==> config.mk <==
export PLATFORM = sky130hd
export DESIGN_NAME = alu_core
export DESIGN_NICKNAME = d
export VERILOG_FILES = /design/src/rtl/alu_pkg.sv /design/src/rtl/alu_addsub.sv /design/src/rtl/alu_bitops.sv /design/src/rtl/alu_flag_reg.sv /design/src/rtl/alu_core.sv
export SDC_FILE = /design/constraint.sdc
export NUM_CORES = 1
export LEC_CHECK = 0
export ABC_AREA = 1
export BUFFER_PORTS_ARGS = -buffer_cell sky130_fd_sc_hd__buf_2
export CORE_ASPECT_RATIO = 0.8
export CORE_UTILIZATION = 50
export CTS_CLUSTER_DIAMETER = 200
export DETAILED_ROUTE_END_ITERATION = 6
export PLACE_DENSITY = 0.77
export SYNTH_ARGS = -nofsm -noshare
export SYNTH_HDL_FRONTEND = slang
export SYNTH_HIERARCHICAL = 1
export SYNTH_SLANG_ARGS = --single-unit
==> constraint.sdc <==
create_clock -name clk -period 18.64 [get_ports clk]
set_clock_uncertainty 0.15 [all_clocks]
set_input_delay 2.796 -clock clk [delete_from_list [all_inputs] [get_ports clk]]
set_output_delay 2.796 -clock clk [all_outputs]
set_load 0.01 [all_outputs]
==> src/rtl/alu_pkg.sv <==
package alu_pkg;

   typedef enum logic [3:0] {
      OP_ADD = 4'd0,
      OP_SUB = 4'd1,
      OP_AND = 4'd2,
      OP_OR  = 4'd3,
      OP_XOR = 4'd4,
      OP_SHL = 4'd5,
      OP_SHR = 4'd6,
      OP_ROL = 4'd7,
      OP_ROR = 4'd8,
      OP_CMP = 4'd9,
      OP_BIT = 4'd10,
      OP_INC = 4'd11,
      OP_DEC = 4'd12
   } alu_op_e;

   typedef struct packed {
      logic n;
      logic v;
      logic z;
      logic c;
   } alu_flags_t;

   // Flags that each operation is permitted to write.
   function automatic alu_flags_t op_write_mask(input logic [3:0] op);
      alu_flags_t m;
      m = '0;
      case (op)
         OP_ADD, OP_SUB:                 m = '{n: 1'b1, v: 1'b1, z: 1'b1, c: 1'b1};
         OP_AND, OP_OR, OP_XOR,
         OP_INC, OP_DEC:                 m = '{n: 1'b1, v: 1'b0, z: 1'b1, c: 1'b0};
         OP_SHL, OP_SHR, OP_ROL, OP_ROR,
         OP_CMP:                         m = '{n: 1'b1, v: 1'b0, z: 1'b1, c: 1'b1};
         OP_BIT:                         m = '{n: 1'b1, v: 1'b1, z: 1'b1, c: 1'b0};
         default:                        m = '0;
      endcase
      return m;
   endfunction

endpackage

==> src/rtl/alu_addsub.sv <==
module alu_addsub #(
   parameter int  DIGITS = 2,
   parameter bit  BCD_EN = 1'b1,
   localparam int W      = 4 * DIGITS
) (
   input  logic [W-1:0] a,
   input  logic [W-1:0] b,
   input  logic         cin,
   input  logic         sub,
   input  logic         dec_en,
   output logic [W-1:0] sum,
   output logic         cout,
   output logic         vout
);

   // Binary path: subtraction adds the ones' complement.
   logic [W-1:0] b_eff;
   logic [W:0]   bin_full;

   always_comb begin
      b_eff    = sub ? ~b : b;
      bin_full = {1'b0, a} + {1'b0, b_eff} + {{W{1'b0}}, cin};
   end

   assign vout = (a[W-1] == b_eff[W-1]) && (bin_full[W-1] != a[W-1]);

   generate
      if (BCD_EN) begin : g_bcd
         // chain[i] is carry (add) or not-borrow (sub) into digit i
         logic [DIGITS:0] chain;
         logic [W-1:0]    dec_sum;

         assign chain[0] = cin;

         for (genvar d = 0; d < DIGITS; d++) begin : g_digit
            logic [3:0] ad, bd, fixed;
            logic [4:0] raw;
            logic       adj;

            assign ad = a[4*d +: 4];
            assign bd = b[4*d +: 4];

            always_comb begin
               if (sub) begin
                  raw   = {1'b0, ad} - {1'b0, bd} - {4'd0, ~chain[d]};
                  adj   = raw[4];
                  fixed = adj ? (raw[3:0] - 4'd6) : raw[3:0];
               end else begin
                  raw   = {1'b0, ad} + {1'b0, bd} + {4'd0, chain[d]};
                  adj   = (raw > 5'd9);
                  fixed = adj ? (raw[3:0] + 4'd6) : raw[3:0];
               end
            end

            assign dec_sum[4*d +: 4] = fixed;
            assign chain[d+1]        = sub ? ~adj : adj;
         end

         assign sum  = dec_en ? dec_sum        : bin_full[W-1:0];
         assign cout = dec_en ? chain[DIGITS]  : bin_full[W];
      end else begin : g_bin_only
         logic unused_dec;
         assign unused_dec = dec_en;
         assign sum  = bin_full[W-1:0];
         assign cout = bin_full[W];
      end
   endgenerate

endmodule

==> src/rtl/alu_bitops.sv <==
module alu_bitops
   import alu_pkg::*;
#(
   parameter int  W = 8
) (
   input  logic [3:0]   op,
   input  logic [W-1:0] a,
   input  logic [W-1:0] b,
   input  logic         cin,
   output logic [W-1:0] res,
   output logic         cout
);

   always_comb begin
      res  = '0;
      cout = cin;
      case (op)
         OP_AND: res = a & b;
         OP_OR:  res = a | b;
         OP_XOR: res = a ^ b;
         OP_SHL: begin res = {b[W-2:0], 1'b0}; cout = b[W-1]; end
         OP_SHR: begin res = {1'b0, b[W-1:1]}; cout = b[0];   end
         OP_ROL: begin res = {b[W-2:0], cin};  cout = b[W-1]; end
         OP_ROR: begin res = {cin, b[W-1:1]};  cout = b[0];   end
         OP_INC: res = b + {{(W-1){1'b0}}, 1'b1};
         OP_DEC: res = b - {{(W-1){1'b0}}, 1'b1};
         OP_CMP, OP_BIT: res = a;
         default: res = '0;
      endcase
   end

endmodule

==> src/rtl/alu_flag_reg.sv <==
module alu_flag_reg
   import alu_pkg::*;
(
   input  logic       clk,
   input  logic       rst,
   input  logic       strobe,
   input  alu_flags_t next,
   input  alu_flags_t mask,
   output alu_flags_t q
);

   always_ff @(posedge clk) begin
      if (rst)
         q <= '0;
      else if (strobe)
         q <= (q & ~mask) | (next & mask);
   end

endmodule

==> src/rtl/alu_core.sv <==
module alu_core
   import alu_pkg::*;
#(
   parameter int  DIGITS = 2,
   parameter bit  BCD_EN = 1'b1,
   localparam int W      = 4 * DIGITS
) (
   input  logic         clk,
   input  logic         rst,
   input  logic [3:0]   op_sel,
   input  logic [W-1:0] opa,
   input  logic [W-1:0] opb,
   input  logic         carry_in,
   input  logic         dec_mode,
   input  logic         strobe,
   output logic [W-1:0] result,
   output logic [3:0]   flags_next,
   output logic [3:0]   flag_mask,
   output logic [3:0]   flags_q
);

   generate
      if (DIGITS < 1 || DIGITS > 8) begin : g_bad_digits
         $error("alu_core: DIGITS must lie in 1..8");
      end
   endgenerate

   logic       is_add, is_sub, is_cmp, is_bit, is_arith;
   logic       as_sub, as_cin, as_dec;
   logic [W-1:0] as_sum, bo_res;
   logic       as_cout, as_v, bo_cout;
   alu_flags_t nxt, msk, q;

   always_comb begin
      is_add   = (op_sel == OP_ADD);
      is_sub   = (op_sel == OP_SUB);
      is_cmp   = (op_sel == OP_CMP);
      is_bit   = (op_sel == OP_BIT);
      is_arith = is_add | is_sub;
      // compare reuses the subtractor in binary with no borrow in
      as_sub   = is_sub | is_cmp;
      as_cin   = is_cmp ? 1'b1 : carry_in;
      as_dec   = dec_mode & is_arith;
   end

   alu_addsub #(.DIGITS(DIGITS), .BCD_EN(BCD_EN)) u_addsub (
      .a      (opa),
      .b      (opb),
      .cin    (as_cin),
      .sub    (as_sub),
      .dec_en (as_dec),
      .sum    (as_sum),
      .cout   (as_cout),
      .vout   (as_v)
   );

   alu_bitops #(.W(W)) u_bitops (
      .op   (op_sel),
      .a    (opa),
      .b    (opb),
      .cin  (carry_in),
      .res  (bo_res),
      .cout (bo_cout)
   );

   always_comb begin
      result = is_arith ? as_sum : bo_res;
      nxt.n  = result[W-1];
      nxt.z  = (result == '0);
      nxt.v  = 1'b0;
      nxt.c  = bo_cout;
      if (is_arith) begin
         nxt.v = as_v;
         nxt.c = as_cout;
      end else if (is_cmp) begin
         nxt.n = as_sum[W-1];
         nxt.z = (as_sum == '0);
         nxt.c = as_cout;
      end else if (is_bit) begin
         nxt.n = opb[W-1];
         nxt.v = opb[W-2];
         nxt.z = ((opa & opb) == '0);
      end
      msk = op_write_mask(op_sel);
   end

   alu_flag_reg u_flags (
      .clk    (clk),
      .rst    (rst),
      .strobe (strobe),
      .next   (nxt),
      .mask   (msk),
      .q      (q)
   );

   assign flags_next = nxt;
   assign flag_mask  = msk;
   assign flags_q    = q;

endmodule

Word-level counts from Yosys, hierarchy flattened:

Memory sizes are Yosys's and may differ from the RTL's.
Index checks and enable logic that the tools add are counted.

* flip-flop bits (word level): 4
* ROM bits: 64
* bits of input ports: 25
* output and inout bits: 20
* word-level logic and storage cells: 86
* memories: 1

* add/sub/neg operators: 16
* $lt $le $gt $ge: 2
* equal/unequal tests: 14
* mux-type cells: 26
* bitwise logic cells: 15
* reductions and logical operators: 8

Memories
* (no name shown): words 16, bits a word 4, read ports 1, clocked after Yosys merged registers in 0, write ports 0, RTL line alu_pkg.sv:30 `case (op)`

Operator list (number)
* one-hot mux 8 bit (10 select lines): 1
* logical NOT 8 bit: 3
* 2-to-1 mux 4 bit: 6
* 2-to-1 mux 8 bit: 3
* equality test 4 bit (second input constant): 5
* equality test 4 x 3 -> 1 bit (second input constant): 4
* 2-to-1 mux 1 bit: 14
* adder 4 x 4 -> 5 bit: 2
* adder 5 x 1 -> 5 bit: 2
* greater-than comparator 5 x 4 -> 1 bit (second input constant): 2
* subtractor 4 x 4 -> 5 bit: 2
* subtractor 5 x 1 -> 5 bit: 2
* adder 8 x 8 -> 9 bit: 1
* adder 9 x 1 -> 9 bit: 1
* adder 4 x 3 -> 4 bit (second input constant): 2
* adder 8 x 1 -> 8 bit (second input constant): 1
* AND 4 bit: 2
* AND 8 bit: 1
* equality test 4 x 2 -> 1 bit (second input constant): 2
* NOT 8 bit: 1
* OR 8 bit: 1
* subtractor 4 x 3 -> 4 bit (second input constant): 2
* subtractor 8 x 1 -> 8 bit (second input constant): 1
* XOR 8 bit: 1
* other kinds (13): 19

Logic depth before layout (Yosys ltp):

* depth after elaboration: 20
* mapped depth: 46
* depth with buffers taken out: 45

Modules after synthesis:

Netlist, hierarchy kept.

By module, submodules not included
* alu_addsub: instances 1, cells an instance 305, area each 1815.5 µm², sequential area each 0.0 µm²
* alu_bitops: instances 1, cells an instance 173, area each 992.2 µm², sequential area each 0.0 µm²
* alu_core: instances 1, cells an instance 99, area each 449.2 µm², sequential area each 0.0 µm²
* alu_flag_reg: instances 1, cells an instance 29, area each 173.9 µm², sequential area each 80.1 µm²

Worst setup path after synthesis:

OpenSTA, ideal clock, no wires.

* path kind: input-to-output
* start: input op_sel[3]
* end: output flags_next[1]
* arrival time: 7.525 ns
* slack: 8.169 ns
* stages: 40
* path buffers: 1
* path through: inv_1 -> buf_2 -> nor2_1 -> nand2_1 -> inv_1 -> or2_2 -> inv_1 -> fa_1 -> inv_1 -> fa_1 -> or2_1 -> nand2_1 -> inv_1 -> ha_1 -> nand2_1 -> nand2_1 -> nand2_1 -> inv_1 -> [4 not listed] -> inv_1 -> fa_1 -> nand2_2 -> nand2_1 -> ha_1 -> nand2_1 -> a21boi_2 -> nand3_2 -> nand2_1 -> nand2_1 -> nand3_1 -> nand3_1 -> nand2_1 -> inv_1 -> o21ai_1 -> nor2_1 -> nand3_1 -> nand2_1

* longest elaborated chain between the ends: 18
* elaborated cells on any way between the ends: 50
* those cells by class: add/sub: 10; order compare: 2; eq/ne: 12; mux: 16; bitwise: 6; reduce/logical: 4

Ends and longest elaborated chain
* start, declared: RTL line alu_core.sv:10 `input logic [3:0] op_sel,`
* equality test 4 bit (*): RTL line alu_core.sv:37 `is_cmp = (op_sel == OP_CMP);`
* 2-to-1 mux 1 bit (*): RTL line alu_core.sv:42 `as_cin = is_cmp ? 1'b1 : carry_in;`
* named net as_cin: RTL line alu_core.sv:29 `logic as_sub, as_cin, as_dec;`
* adder 5 x 1 -> 5 bit / NOT 1 bit (equally long branches): RTL line alu_addsub.sv:49, alu_addsub.sv:45
* greater-than comparator 5 x 4 -> 1 bit / subtractor 5 x 1 -> 5 bit (equally long branches): RTL line alu_addsub.sv:50, alu_addsub.sv:45
* 2-to-1 mux 1 bit: RTL line alu_addsub.sv:44 `if (sub) begin`
* NOT 1 bit: RTL line alu_addsub.sv:56 `assign chain[d+1] = sub ? ~adj : adj;`
* 2-to-1 mux 1 bit: RTL line alu_addsub.sv:56
* [5 not listed]
* 2-to-1 mux 8 bit (*): RTL line alu_addsub.sv:59 `assign sum = dec_en ? dec_sum : bin_full[W-1:0];`
* named net as_sum[6]: RTL line alu_core.sv:30 `logic [W-1:0] as_sum, bo_res;`
* 2-to-1 mux 8 bit (*): RTL line alu_core.sv:67 `result = is_arith ? as_sum : bo_res;`
* named net result[6]: RTL line alu_core.sv:16 `output logic [W-1:0] result,`
* logical NOT 8 bit (*): RTL line alu_core.sv:69 `nxt.z = (result == '0);`
* 2-to-1 mux 3 bit: RTL line alu_core.sv:79 `end else if (is_bit) begin`
* 2-to-1 mux 1 bit: RTL line alu_core.sv:75 `end else if (is_cmp) begin`
* 2-to-1 mux 1 bit (*): RTL line alu_core.sv:72 `if (is_arith) begin`
* end, declared: RTL line alu_core.sv:17 `output logic [3:0] flags_next,`

Mark *: on every way through the listed nets, which the timed path passes. The rest lies on a longest branch.

Final worst setup path:

* start: input op_sel[3]
* end: output flags_next[1]

* longest elaborated chain between the ends: 18
* elaborated cells on any way between the ends: 50
* those cells by class: add/sub: 10; order compare: 2; eq/ne: 12; mux: 16; bitwise: 6; reduce/logical: 4

Ends and longest elaborated chain (RTL line)
* equality test 4 bit (*): alu_core.sv:37
* 2-to-1 mux 1 bit (*): alu_core.sv:42
* named net as_cin: alu_core.sv:29
* adder 5 x 1 -> 5 bit / NOT 1 bit (equally long branches): alu_addsub.sv:49, alu_addsub.sv:45
* greater-than comparator 5 x 4 -> 1 bit / subtractor 5 x 1 -> 5 bit (equally long branches): alu_addsub.sv:50, alu_addsub.sv:45
* 2-to-1 mux 1 bit: alu_addsub.sv:44
* NOT 1 bit: alu_addsub.sv:56
* 2-to-1 mux 1 bit: alu_addsub.sv:56
* [4 not listed]
* 2-to-1 mux 4 bit: alu_addsub.sv:44
* 2-to-1 mux 8 bit (*): alu_addsub.sv:59
* named net as_sum[6]: alu_core.sv:30
* 2-to-1 mux 8 bit: alu_core.sv:67
* logical NOT 8 bit: alu_core.sv:69
* 2-to-1 mux 3 bit: alu_core.sv:79
* 2-to-1 mux 1 bit: alu_core.sv:75
* 2-to-1 mux 1 bit (*): alu_core.sv:72

Marks and branches as above.

==> reports/metrics.cfg <==
[cts]
cts_root_buf = clkbuf_8
postCtsSetupRepairBufs = 0
tritoncts = yes
holdBufCountCts = 0
cts-resized-gates = 0
cts_buffers = 3
insertion_delay_ps = 230
path_clk_slew_ps = 30
max-clock-path-buffers = 2
cts_sinks = 4
cts_htree_levels = 1

[timing]
rsz0062_at_grt = false
period_share_pct = 61.1
max_freq_ghz = 0.0878
holdWs_ps = 364
slew_viol_final = 0
worst_pin_slew_ps = 808
hold_viol = 0
final.min_clock_period_ps = 11390
relSlewSlack_pct = 46.0
setup_tns_ps = 0
finalSetupViolations = 0

[placed_design]
placement.cell_area_um2 = 3690
dp_hpwl_um = 8110
portBuffers = 44
gp_congestion = 0.998

[pwr]
internal-power_uw = 70.7
seq_power_share_pct = 6.0
p_sw_share_pct = 56.1
p_leak_uw = 0.00234
peakVddDrop_mv = 0.0224
power_switching_uw = 90.6
power_uw = 161
clkPwrFrac_pct = 12.0
powerDensity_nw_per_um2 = 43.2
p_comb_share_pct = 82.0

[routing]
drt-total-wl_um = 9810
dr.pass1.iters = 5
drc = 0
vias = 3979
drt_iter0_drc = 300
avgRoutedWirePerCell_um = 13.4
postRouteAntennaNets = 0
via_per_inst = 5.46

[setup_path]
crit_slowest_cell = fa_1
crit_buf_inv = 10
crit_top_cell = nand2_1
ff2ff_path_depth = 4
cp_max_fo = 11
critPathMaxStageDelay_ps = 390
critPathKind = input pin to output port
setup.worst_path.start = op_sel[3]
end_kind = output port
arrival_ps = 8450
critPathTopFamily = simple AND/OR/NAND/NOR gates
r2r_slack_ps = 17880
cp.required_ps = 15690
worstSetupStartpointType = input pin

[global_routing]
grt_use_total_pct = 27.7
antenna_found_initial = 0
grt.overflow.total = 0
grt_pass1_vias = 3564
grt_max_degree = 19
grt_pass1_wl_um = 16300

[yosys]
ys_seq_elements = 4
syn_nets = 688
synth_fa_ha_area_share_pct = 23.0
netlist.area_leader.share_pct = 20.5
netlist.top_cell.by_area = nand2_1
synth-main-ff-cell = dfxtp_1
synth.cell_area_um2 = 3430
synthMuxAreaShare_pct = 0.328
synthDistinctLibCells = 43
synthCells = 606
synthTopCellsByCount = nand2_1 (187), inv_1 (125), nand3_1 (61)
synth_simple_gate_area_share_pct = 41.5
synth.avg_cell_area_um2 = 5.66
synth-xor-area-share_pct = 3.57
yosysMostFrequentCell = nand2_1
synth_area_leaders = nand2_1 (20%), ha_1 (17%), inv_1 (14%)
ys_warn_count = 6
synth_compound_area_share_pct = 12.8
yosysSeqAreaShare_pct = 2.33
synth-edff-count = 0
async_reset_ff_share_pct = 0
synth_top_family_by_area = simple AND/OR/NAND/NOR gates

[floorplan]
die_w_um = 94.6
rows = 26
pin_count = 45
initial_core_util_pct = 52.7
die_h_um = 76.1
dieArea_um2 = 7200
design.core.area_um2 = 6510

[status]
outcome = finished clean

[worst_hold_path]
hp-class = flip-flop to flip-flop
hold_path_depth = 4

[finish]
postLayoutCellArea_um2 = 3730
fin_util_pct = 57.4
drive_above_1_share_pct = 12.4
diodes = 0
area_delta_synth_final_pct = 8.79
num-nets-final = 729

[job]
maxCapViolCount = 0

logic make-up after synthesis:
group                      after synthesis
AOI/OAI and AO/OA                       66
xor gates and xnor gates                14
adders and majority gates               57
buffers and inverters                  140
DFF                                      4
muxes                                    1
and+or+nand+nor                        324
layout by cell type (no fill, tap or decap), types with 10 or more instances in the layout:
cell / synthesis / layout
a21oi_1: 11 / 11
buf_2: 4 / 44
fa_1: 10 / 10
ha_1: 47 / 47
inv_1: 125 / 125
nand2_1: 187 / 187
nand2_2: 10 / 10
nand3_1: 61 / 61
nor2_1: 36 / 36
o21ai_0: 17 / 17
o22ai_1: 11 / 11
xor2_1: 12 / 12
power groups by stage:
stage | registers (uW) | logic, uW | clock network [uW]
floorplan | 10.0 | 95.4 | 0
global placement | 9.67 | 127 | 0
detailed placement | 9.72 | 130 | 0
CTS | 9.62 | 131 | 19.6
global route | 9.70 | 151 | 20.2
finish | 9.64 | 132 | 19.3
final cells by class:
type	instances	area, um2
Clock buffer	3	41.3
Inverter	131	492
Sequential cell	4	80.1
Timing Repair Buffer	45	228
Fill cell	697	2770
Multi-Input combinational cell	462	2790
Tap cell	84	105
metal layers:
layer	share of wire, %	global-route usage [%]	up-vias	wire length (um)
met5	0	0	-	0
met2	42	41.7	195	4100
met4	1.5	5.00	0	151
met3	9.0	1.70	18	879
met1	48	42.7	1774	4680
li1	-	-	1992	-
worst max-delay path by stage:
stage          slack, ps            end  cells after the start
5_1_grt             6710  flags_next[1]                     44
6_report            7250  flags_next[1]                     41
3_3_place_gp        7490  flags_next[3]                     42
2_1_floorplan       8170  flags_next[1]                     40
4_1_cts             7260  flags_next[1]                     41
3_5_place_dp        7280  flags_next[1]                     41
metrics by stage:
step                      cells  setup WS, ps
after floorplan             606          8170
after global placement      726          7490
after detailed placement    726          7280
after CTS                   729          7260
after global routing        729          6710
final                       729          7250
worst register-to-register path: cells and delay by family, from the launching register on:
family / cells / cell delay, ps
DFF: 1 / 330
and+or+nand+nor: 3 / 160
buffers and inverters: 1 / 50
(Power assumes the default switching activity.)
